$ cat config.mk
export PLATFORM = sky130hd
export DESIGN_NAME = soft_mute_ramp
export DESIGN_NICKNAME = d
export VERILOG_FILES = /design/src/rtl/smr_pkg.sv /design/src/rtl/smr_step_sel.sv /design/src/rtl/smr_gain_ctrl.sv /design/src/rtl/smr_scale.sv /design/src/rtl/soft_mute_ramp.sv
export SDC_FILE = /design/constraint.sdc
export NUM_CORES = 2
export LEC_CHECK = 0
export ABC_AREA = 1
export ABC_CLOCK_PERIOD_IN_PS = 17650
export BUFFER_PORTS_ARGS = -buffer_cell sky130_fd_sc_hd__buf_4
export CAP_MARGIN = 10
export CELL_PAD_IN_SITES_DETAIL_PLACEMENT = 1
export CELL_PAD_IN_SITES_GLOBAL_PLACEMENT = 1
export CORE_UTILIZATION = 44
export DETAILED_ROUTE_END_ITERATION = 10
export PLACE_DENSITY = 0.9
export SLEW_MARGIN = 20
export SYNTH_ARGS = -nofsm -noshare
export SYNTH_HDL_FRONTEND = slang
export SYNTH_HIERARCHICAL = 1
export SYNTH_SLANG_ARGS = --single-unit
$ cat constraint.sdc
create_clock -name clk_i -period 17.65 [get_ports clk_i]
set_clock_uncertainty 0.1 [all_clocks]
set_input_delay 0.8825 -clock clk_i [delete_from_list [all_inputs] [get_ports clk_i]]
set_output_delay 0.8825 -clock clk_i [all_outputs]
set_load 0.01 [all_outputs]
$ cat src/rtl/smr_pkg.sv
package smr_pkg;
  typedef enum logic [1:0] {
    ST_MUTED = 2'd0,
    ST_UP    = 2'd1,
    ST_FULL  = 2'd2,
    ST_DOWN  = 2'd3
  } ramp_state_e;

  localparam int MODE_W    = 2;
  localparam int MAX_SHIFT = 2;          // quad = single >> 2
  localparam int MAX_STEP  = 1 << MAX_SHIFT;
  localparam int STEP_W    = MAX_SHIFT + 1;
endpackage

$ cat src/rtl/smr_step_sel.sv
module smr_step_sel
  import smr_pkg::*;
(
  input  logic [MODE_W-1:0] mode_i,
  output logic [STEP_W-1:0] step_o
);
  logic [STEP_W-1:0] base;
  assign base = STEP_W'(MAX_STEP);

  always_comb begin
    unique case (mode_i)
      2'd0:    step_o = base;
      2'd1:    step_o = base >> 1;
      default: step_o = base >> MAX_SHIFT;
    endcase
  end
endmodule

$ cat src/rtl/smr_gain_ctrl.sv
module smr_gain_ctrl
  import smr_pkg::*;
#(
  parameter int FULL_LEVEL  = 4608,
  parameter int INIT_FRAMES = 2,
  localparam int LEVEL_W    = $clog2(FULL_LEVEL + 1),
  localparam int INIT_W     = (INIT_FRAMES > 1) ? $clog2(INIT_FRAMES) : 1
) (
  input  logic               clk_i,
  input  logic               rst_ni,
  input  logic               pd_i,
  input  logic               unmute_i,
  input  logic               frame_i,
  input  logic [STEP_W-1:0]  step_i,
  output logic [LEVEL_W-1:0] level_o,
  output logic               run_o,
  output logic               muted_o
);
  localparam logic [LEVEL_W-1:0] FULL = LEVEL_W'(FULL_LEVEL);

  ramp_state_e        state_q;
  logic [LEVEL_W-1:0] level_q;
  logic [STEP_W-1:0]  step_q;
  logic [INIT_W-1:0]  init_q;
  logic               run_q;
  logic [LEVEL_W:0]   sum;
  logic [LEVEL_W-1:0] step_ext;

  assign step_ext = LEVEL_W'(step_q);
  assign sum      = {1'b0, level_q} + {1'b0, step_ext};

  always_ff @(posedge clk_i or negedge rst_ni) begin
    if (!rst_ni) begin
      state_q <= ST_MUTED;
      level_q <= '0;
      step_q  <= '0;
      init_q  <= '0;
      run_q   <= 1'b0;
    end else if (pd_i) begin
      state_q <= ST_MUTED;
      level_q <= '0;
      init_q  <= '0;
      run_q   <= 1'b0;
    end else if (!run_q) begin
      if (frame_i) begin
        if (init_q == INIT_W'(INIT_FRAMES - 1)) run_q <= 1'b1;
        else init_q <= init_q + 1'b1;
      end
    end else begin
      unique case (state_q)
        ST_MUTED: if (unmute_i) begin
          state_q <= ST_UP;
          step_q  <= step_i;
        end
        ST_UP: begin
          if (!unmute_i) begin
            state_q <= ST_DOWN;
            step_q  <= step_i;
          end else if (frame_i) begin
            if (sum >= {1'b0, FULL}) begin
              level_q <= FULL;
              state_q <= ST_FULL;
            end else begin
              level_q <= sum[LEVEL_W-1:0];
            end
          end
        end
        ST_FULL: if (!unmute_i) begin
          state_q <= ST_DOWN;
          step_q  <= step_i;
        end
        ST_DOWN: begin
          if (unmute_i) begin
            state_q <= ST_UP;
            step_q  <= step_i;
          end else if (frame_i) begin
            if (level_q <= step_ext) begin
              level_q <= '0;
              state_q <= ST_MUTED;
            end else begin
              level_q <= level_q - step_ext;
            end
          end
        end
        default: state_q <= ST_MUTED;
      endcase
    end
  end

  assign level_o = level_q;
  assign run_o   = run_q;
  assign muted_o = (state_q == ST_MUTED);

  AST_LEVEL_MAX: assert property (@(posedge clk_i) disable iff (!rst_ni)
    level_q <= FULL) else $error("level above full scale");
  AST_HOLD_NO_FRAME: assert property (@(posedge clk_i) disable iff (!rst_ni)
    (!frame_i && !pd_i) |=> $stable(level_q)) else $error("level moved without strobe");
  AST_STEP_SMALL: assert property (@(posedge clk_i) disable iff (!rst_ni)
    (run_q && !pd_i) |=> (((level_q >= $past(level_q)) ? (level_q - $past(level_q))
                             : ($past(level_q) - level_q)) <= LEVEL_W'(MAX_STEP)))
    else $error("level jumped");
  AST_MUTED_ZERO: assert property (@(posedge clk_i) disable iff (!rst_ni)
    (state_q == ST_MUTED) |-> (level_q == '0)) else $error("muted with nonzero level");
  AST_PD_FORCE: assert property (@(posedge clk_i) disable iff (!rst_ni)
    pd_i |=> (level_q == '0 && state_q == ST_MUTED && !run_q)) else $error("power-down ignored");
  AST_UNMUTE_START: assert property (@(posedge clk_i) disable iff (!rst_ni)
    (state_q == ST_MUTED && unmute_i && run_q && !pd_i) |=> (state_q == ST_UP))
    else $error("unmute did not start ramp");
endmodule

$ cat src/rtl/smr_scale.sv
module smr_scale #(
  parameter int SAMPLE_W   = 24,
  parameter int FULL_LEVEL = 4608,
  localparam int LEVEL_W   = $clog2(FULL_LEVEL + 1),
  localparam int PROD_W    = SAMPLE_W + LEVEL_W + 1
) (
  input  logic                       clk_i,
  input  logic                       rst_ni,
  input  logic                       frame_i,
  input  logic signed [SAMPLE_W-1:0] sample_i,
  input  logic [LEVEL_W-1:0]         level_i,
  output logic signed [SAMPLE_W-1:0] sample_o
);
  localparam logic signed [PROD_W-1:0] DIV = PROD_W'(FULL_LEVEL);

  logic signed [PROD_W-1:0] prod;
  logic signed [PROD_W-1:0] quo;

  assign prod = PROD_W'(sample_i) * $signed({{(PROD_W-LEVEL_W){1'b0}}, level_i});
  assign quo  = prod / DIV;

  always_ff @(posedge clk_i or negedge rst_ni) begin
    if (!rst_ni)      sample_o <= '0;
    else if (frame_i) sample_o <= quo[SAMPLE_W-1:0];
  end

  AST_FULL_PASS: assert property (@(posedge clk_i) disable iff (!rst_ni)
    (frame_i && level_i == LEVEL_W'(FULL_LEVEL)) |=> (sample_o == $past(sample_i)))
    else $error("full level not transparent");
endmodule

$ cat src/rtl/soft_mute_ramp.sv
module soft_mute_ramp
  import smr_pkg::*;
#(
  parameter int SAMPLE_W    = 24,
  parameter int BASE_FRAMES = 1152,
  parameter int INIT_FRAMES = 2
) (
  input  logic                clk_i,
  input  logic                rst_ni,
  input  logic                pd_i,
  input  logic                ratio_err_i,
  input  logic                mute_ni,
  input  logic [1:0]          mode_i,
  input  logic                frame_i,
  input  logic [SAMPLE_W-1:0] left_i,
  input  logic [SAMPLE_W-1:0] right_i,
  output logic [SAMPLE_W-1:0] left_o,
  output logic [SAMPLE_W-1:0] right_o,
  output logic                out_valid_o,
  output logic                mute_ctl_no
);
  localparam int FULL_LEVEL = BASE_FRAMES * MAX_STEP;
  localparam int LEVEL_W    = $clog2(FULL_LEVEL + 1);
  localparam int N_CH       = 2;

  logic [STEP_W-1:0]   step;
  logic [LEVEL_W-1:0]  level;
  logic                run, muted;
  logic [SAMPLE_W-1:0] ch_in  [N_CH];
  logic [SAMPLE_W-1:0] ch_out [N_CH];
  logic                valid_q;

  smr_step_sel u_step (
    .mode_i (mode_i),
    .step_o (step)
  );

  smr_gain_ctrl #(
    .FULL_LEVEL  (FULL_LEVEL),
    .INIT_FRAMES (INIT_FRAMES)
  ) u_ctrl (
    .clk_i    (clk_i),
    .rst_ni   (rst_ni),
    .pd_i     (pd_i),
    .unmute_i (mute_ni),
    .frame_i  (frame_i),
    .step_i   (step),
    .level_o  (level),
    .run_o    (run),
    .muted_o  (muted)
  );

  assign ch_in[0] = left_i;
  assign ch_in[1] = right_i;

  for (genvar c = 0; c < N_CH; c++) begin : g_ch
    smr_scale #(
      .SAMPLE_W   (SAMPLE_W),
      .FULL_LEVEL (FULL_LEVEL)
    ) u_scale (
      .clk_i    (clk_i),
      .rst_ni   (rst_ni),
      .frame_i  (frame_i),
      .sample_i (ch_in[c]),
      .level_i  (level),
      .sample_o (ch_out[c])
    );
  end

  always_ff @(posedge clk_i or negedge rst_ni) begin
    if (!rst_ni) valid_q <= 1'b0;
    else         valid_q <= frame_i;
  end

  assign left_o      = ch_out[0];
  assign right_o     = ch_out[1];
  assign out_valid_o = valid_q;
  assign mute_ctl_no = run && !pd_i && !ratio_err_i && !muted;

  AST_VALID_FOLLOWS: assert property (@(posedge clk_i) disable iff (!rst_ni)
    frame_i |=> out_valid_o) else $error("valid missing");
  AST_ERR_LOW: assert property (@(posedge clk_i) disable iff (!rst_ni)
    ratio_err_i |-> !mute_ctl_no) else $error("ratio error not muting");
endmodule

==> results.rst, run 1 <==
.. list-table::
   :header-rows: 1

   * - Metric
     - Value
   * - Result of the run
     - did not finish
   * - Terminating stage of the flow
     - global routing
   * - First error in the log
     - [ERROR GRT-0232] Routing congestion too high. Check the congestion heatmap in the GUI.
   * - Synthesis warning total
     - 6
   * - Combined area of all synthesized cells
     - 39540 um^2
   * - Initial Utilization
     - 44.60%
   * - Count of flip-flops with a built-in enable after synthesis
     - 0
   * - Horiz. Die Dim
     - a little over 300 um
   * - Number of placed cells counting well taps
     - 7416
   * - Port Buf Inserts
     - ~110
   * - Final RePlAce weighted congestion
     - 0.9423
   * - Count of standard-cell rows
     - 109
   * - Number of nets in the synthesized netlist
     - 6827
   * - Number of placed I/O pins
     - 106
   * - Type of pin the worst path ends at
     - register input
   * - Post-detail-place hpwl
     - 122.6 mm
   * - Synthesized area per cell
     - 6.596 um^2
   * - Area contributors post-synth
     - sky130_fd_sc_hd__fa_1, sky130_fd_sc_hd__nand2_1, sky130_fd_sc_hd__inv_1
   * - Number of antenna violations at the first check in global routing
     - 31
   * - Global routing usage summed across all routing layers
     - 75.90%
   * - Number of buffers created by CTS
     - 9
   * - Largest net degree at the start of global routing
     - 70
   * - Largest area contributor in the synthesized netlist
     - sky130_fd_sc_hd__fa_1
   * - TritonCTS sink count
     - 69
   * - Total grt overflow
     - 23
   * - Number of buffers inserted for hold repair after clock tree synthesis
     - 0
   * - Proportion of synthesized chip area in sequential cells
     - 4.367%
   * - Worst-path endpoint after global-route repair_timing
     - g_ch[1].u_scale/sample_o[20]$_DFFE_PN0P_/D
   * - H-tree levels
     - 3
   * - Height of the die
     - 301.8 um
   * - Most frequently used flop master after synthesis
     - sky130_fd_sc_hd__dfrtp_1
   * - Count of mapped cells out of synthesis
     - 5994
   * - Netlist cell types
     - 73
   * - Portion of synthesized cell area occupied by the leading cell type
     - 29.47%
   * - Number of synthesized register bits
     - 69
   * - Maximum number of buffers from clock root to sink
     - 2
   * - Clock tree root buffer cell
     - sky130_fd_sc_hd__clkbuf_16
   * - Async set-reset flop share out of synthesis
     - between 90% and 100%
[timing repair]
item                                    4_1_cts
endpoints found under the setup margin       48
gates resized for setup                     792
buffers inserted                            206
cloned                                        4
pin swaps                                   361
[stage by stage]
step           instance area [um^2]  utilization (%)  hold WS [ns]  setup WS [ns]
4_1_cts                       48600            54.83        0.3882        -0.3293
2_1_floorplan                 39540                -        0.3794         0.2733
3_5_place_dp                  43420            48.99        0.3722         -1.638
3_3_place_gp                  43420            48.99        0.3697        -0.7766
[cell families after synthesis]
| family | count (synthesis) | synth area share, % |
|---|---|---|
| XOR/XNOR | 147 | 3.361 |
| AO/OA/AOI/OAI | 220 | 3.244 |
| adder cells (fa/ha/maj) | 777 | 35.64 |
| AND/OR/NAND/NOR | 3072 | 36.48 |
| flip-flops | 69 | 4.367 |
| buffers and inverters | 1707 | 16.85 |
| multiplexers | 2 | 0.05379 |
[metal layers]
layer  track usage [%]  overflow
met1             72.42         1
met2             88.77        15
met3             67.61         0
met4             76.96         7
met5             48.60         0
[cell usage after synthesis, types with 64 or more instances]
cell	n
sky130_fd_sc_hd__clkbuf_1	104
sky130_fd_sc_hd__dfrtp_1	69
sky130_fd_sc_hd__fa_1	582
sky130_fd_sc_hd__ha_1	195
sky130_fd_sc_hd__inv_1	1413
sky130_fd_sc_hd__inv_2	113
sky130_fd_sc_hd__nand2_1	1790
sky130_fd_sc_hd__nand2_2	271
sky130_fd_sc_hd__nand2_4	72
sky130_fd_sc_hd__nand3_1	346
sky130_fd_sc_hd__nand4_1	107
sky130_fd_sc_hd__nor2_1	264
sky130_fd_sc_hd__o21ai_0	64
sky130_fd_sc_hd__xor2_1	121
==> run 2: changes to the inputs <==
--- a/config.mk
+++ b/config.mk
@@ -6,14 +6,12 @@
 export NUM_CORES = 2
 export LEC_CHECK = 0
 export ABC_AREA = 1
-export ABC_CLOCK_PERIOD_IN_PS = 17650
+export ABC_CLOCK_PERIOD_IN_PS = 22900
 export BUFFER_PORTS_ARGS = -buffer_cell sky130_fd_sc_hd__buf_4
 export CAP_MARGIN = 10
-export CELL_PAD_IN_SITES_DETAIL_PLACEMENT = 1
-export CELL_PAD_IN_SITES_GLOBAL_PLACEMENT = 1
-export CORE_UTILIZATION = 44
+export CORE_UTILIZATION = 40
 export DETAILED_ROUTE_END_ITERATION = 10
-export PLACE_DENSITY = 0.9
+export PLACE_DENSITY_LB_ADDON = 0.15
 export SLEW_MARGIN = 20
 export SYNTH_ARGS = -nofsm -noshare
 export SYNTH_HDL_FRONTEND = slang
==> constraint.sdc (replaced) <==
create_clock -name clk_i -period 22.9 [get_ports clk_i]
set_clock_uncertainty 0.1 [all_clocks]
set_input_delay 1.145 -clock clk_i [delete_from_list [all_inputs] [get_ports clk_i]]
set_output_delay 1.145 -clock clk_i [all_outputs]
set_load 0.01 [all_outputs]
==> run 2 against run 1 <==
Effect of this change:
- the run now ends clean
- area after synthesis unchanged
- synthesized cell count unchanged
==> results.rst, run 2 <==
.. list-table::
   :header-rows: 1

   * - Metric
     - Value
   * - RSZ-0062 raised after global routing
     - false
   * - Vias/cell
     - slightly below 5
   * - Fraction of layout cells with a size suffix above 1
     - between 10% and 20%
   * - Maximum frequency from static timing analysis
     - 48.45 MHz
   * - Count of fill cells added during filler insertion
     - 10.46k
   * - Synthesized-area fraction occupied by xor and xnor cells
     - 3.361% (unchanged)
   * - Die Footprint
     - 100100 um^2
   * - Share of the clock period used by the worst path after layout
     - 90.13%
   * - Leading post-synthesis cells by instance count
     - sky130_fd_sc_hd__nand2_1, sky130_fd_sc_hd__inv_1, sky130_fd_sc_hd__fa_1
   * - Growth of design area from synthesis to finish
     - 5.430%
   * - Height of the die
     - 316.4 um (+4.8%)
   * - H-tree levels
     - 3 (unchanged)
   * - Post-detail-place hpwl
     - 89.35 mm (-27%)
   * - Kind of start point of the critical path
     - input pin
   * - Least-Margin Pin Slew
     - 0.9458 ns
   * - Crit Path Category
     - input pin to flip-flop
   * - Depth of the worst register-to-register path
     - 146
   * - Maximum number of buffers from clock root to sink
     - 2 (unchanged)
   * - Cell depth of the worst hold path
     - 2
   * - Fraction of the mapped netlist area in simple logic gates
     - 36.48% (unchanged)
   * - Main combinational cell family by area after synthesis
     - simple AND/OR/NAND/NOR gates
   * - Buffers inserted by post-CTS timing repair
     - 0 (-100%)
   * - Most frequently used flop master after synthesis
     - sky130_fd_sc_hd__dfrtp_1
   * - Area of the multi-input gates
     - between 30000 and 40000 um^2
   * - Synthesized area per cell
     - 6.596 um^2 (unchanged)
   * - Max-Slew Margin vs Limit
     - approximately 37%
   * - # setup viols final
     - 0
   * - Total grt overflow
     - 0
   * - Largest area contributor in the synthesized netlist
     - sky130_fd_sc_hd__fa_1
   * - Nature of the critical path endpoint
     - flip-flop
   * - Count of flip-flops with a built-in enable after synthesis
     - 0 (unchanged)
   * - Portion of synthesized cell area occupied by the leading cell type
     - 29.47% (unchanged)
   * - Commonest cells after routing, fill and taps aside
     - sky130_fd_sc_hd__nand2_1, sky130_fd_sc_hd__inv_1, sky130_fd_sc_hd__fa_1
   * - Final Hold Viols
     - 0
   * - Count of standard-cell rows
     - 114 (+4.6%)
   * - TNS Setup
     - 0 ns
   * - Area inside the core boundary
     - between 90000 and 100000 um^2
   * - Global routing usage summed across all routing layers
     - around 22%
   * - Worst Hold Class
     - flip-flop to flip-flop
   * - Post-layout min period
     - a little over 20 ns
   * - Number of DRC violations after detailed-routing iteration 0
     - 2110
   * - Via count of the first global-routing pass
     - 34.24k
   * - Final number of max-transition violations
     - 0
   * - Arrival @ worst endpoint
     - 20.75 ns
   * - Result of the run
     - complete, no violations
   * - Clock tree root buffer cell
     - sky130_fd_sc_hd__clkbuf_16
   * - Reg with most FFs
     - g_ch.u_scale/sample_o
   * - TritonCTS sink count
     - 69 (unchanged)
   * - Synthesized-area fraction occupied by adder cells
     - 35.64% (unchanged)
   * - Clock-pin slew on the worst setup and hold paths
     - 0.06 ns
   * - Sequential cell area
     - 1743 um^2
   * - WP data required
     - 23.01 ns
   * - Compound-cell area share of the yosys netlist
     - 3.244% (unchanged)
   * - Most common cell after layout, fill and taps aside
     - sky130_fd_sc_hd__nand2_1
   * - Number of antenna violations at the first check in global routing
     - 0
   * - Proportion of synthesized chip area in sequential cells
     - 4.367% (unchanged)
   * - Multiplexer share of the synthesized area
     - 0.05380% (unchanged)
   * - Count of mapped cells out of synthesis
     - 5994 (unchanged)
   * - Number of placed I/O pins
     - 106 (unchanged)
   * - Area contributors post-synth
     - sky130_fd_sc_hd__fa_1, sky130_fd_sc_hd__nand2_1, sky130_fd_sc_hd__inv_1
   * - Most common cell in the synthesized netlist
     - sky130_fd_sc_hd__nand2_1
   * - Pre-Repair DR Iteration Count
     - 6
   * - Dominant cell type by count on the critical path
     - sky130_fd_sc_hd__nand2_2
   * - Global-route wire length before repair
     - 177.9 mm
   * - Combined area of all synthesized cells
     - 39540 um^2 (unchanged)
   * - Antenna Nets Post-Route
     - 0
   * - Number of nets in the synthesized netlist
     - 6827 (unchanged)
   * - Number of nets in the finished design
     - 6827
   * - Number of buffers created by CTS
     - 9 (unchanged)
   * - Total wire length after detailed routing
     - roughly 110 mm
   * - Drt drc
     - 0
   * - Final RePlAce weighted congestion
     - 0.8991 (-4.6%)
   * - Clock tree from TritonCTS
     - built
   * - Diode insertion count for antenna repair
     - 0
   * - Number of synthesized register bits
     - 69 (unchanged)
   * - Number of buffers inserted for hold repair after clock tree synthesis
     - 0 (unchanged)
   * - Crit Path Max Fanout
     - 56
   * - Largest net degree at the start of global routing
     - 59
   * - Standard cell with the maximum stage delay on the critical path
     - sky130_fd_sc_hd__fa_1
   * - Maximum cell stage delay along the critical path
     - about 0.87 ns
   * - Async set-reset flop share out of synthesis
     - 100.0% (unchanged)
   * - Number of vias after detailed routing
     - 34.99k
   * - Netlist cell types
     - 73 (unchanged)
   * - Max capacitance violation total
     - 0
   * - Synthesis warning total
     - 6 (unchanged)
   * - Initial Utilization
     - 40.65% (-4.0 points)
   * - Port Buf Inserts
     - 105 (unchanged)
   * - Horiz. Die Dim
     - 316.4 um (+4.8%)
   * - Number of flip-flops in the largest register
     - 48
   * - DR WL/cell
     - 14.69 um
   * - Source-to-sink clock delay at the later pin of the worst-skew pair
     - around 0.37 ns
## run 2: cell counts after synthesis
No cell type changed its count.
## run 2: what timing repair did
action | in CTS | in global routing
resized for setup | 0 | 1
hold endpoints to repair | 0 | 0
endpoints found under the setup margin | 0 | 1
## run 2: worst paths after layout
check	slack [ns]	end	startpoint
worst max-delay path	2.26	g_ch[0].u_scale/sample_o[20]	left_i[23]
worst min-delay path	0.38	g_ch[0].u_scale/sample_o[17]	g_ch[0].u_scale/sample_o[17]
worst max register to register	2.39	g_ch[0].u_scale/sample_o[20]	u_ctrl/level_o[6]
worst min register to register	0.38	g_ch[0].u_scale/sample_o[17]	g_ch[0].u_scale/sample_o[17]
max in group asynchronous	21.08	u_ctrl/level_o[11]	rst_ni
min in group asynchronous	0.50	g_ch[1].u_scale/sample_o[0]	rst_ni
## run 2: critical path, delay by kind of cell
family	cells	cell delay, ns
adder cells (fa/ha/maj)	8	4.09
XOR/XNOR	1	0.22
AND/OR/NAND/NOR	109	11.22
AO/OA/AOI/OAI	8	1.55
buffers and inverters	22	2.40
## run 2: cell families (layout without fill, tap and decap cells)
kind of cell             after synthesis  count (layout)
adder cells (fa/ha/maj)              777             777
flip-flops                            69              69
AND/OR/NAND/NOR                     3072            3072
XOR/XNOR                             147             147
AO/OA/AOI/OAI                        220             220
multiplexers                           2               2
buffers and inverters               1707            1712
## run 2: final cells by class
type                       instances  share of cell area [%]
inverter                        1569                   14.26
timing repair buffer             127                   2.287
tap                             1276                   3.830
clock inverter                     7                  0.1561
clock buffer                       9                  0.5403
multi-input combinational       4218                   74.75
sequential                        69                   4.181
## run 2: metrics by stage
stage	setup slack [ns]	utilization (%)	std cells	area (um^2)	hold WS, ns
after floorplan	5.261	-	5994	39540	0.3794
after CTS	1.994	42.84	7275	41680	0.3873
final	2.261	42.85	7275	41690	0.3837
after global routing	0.1168	42.85	7275	41690	0.4036
after global placement	1.795	42.55	7259	41390	0.3686
after detailed placement	1.624	42.55	7259	41390	0.3704
## run 2: metal layers
| layer | part of all wire, % | GRT usage [%] | up-vias |
|---|---|---|---|
| met2 | 42 | 33.72 | 665 |
| li1 | - | - | 17566 |
| met5 | 0 | 0 | - |
| met4 | 1.1 | 3.103 | 0 |
| met3 | 4.6 | 1.465 | 50 |
| met1 | 52 | 34.11 | 16705 |
Power of run 2 is not shown: default switching activity piles up to over one toggle a cycle in this logic, so the estimate is an artifact.
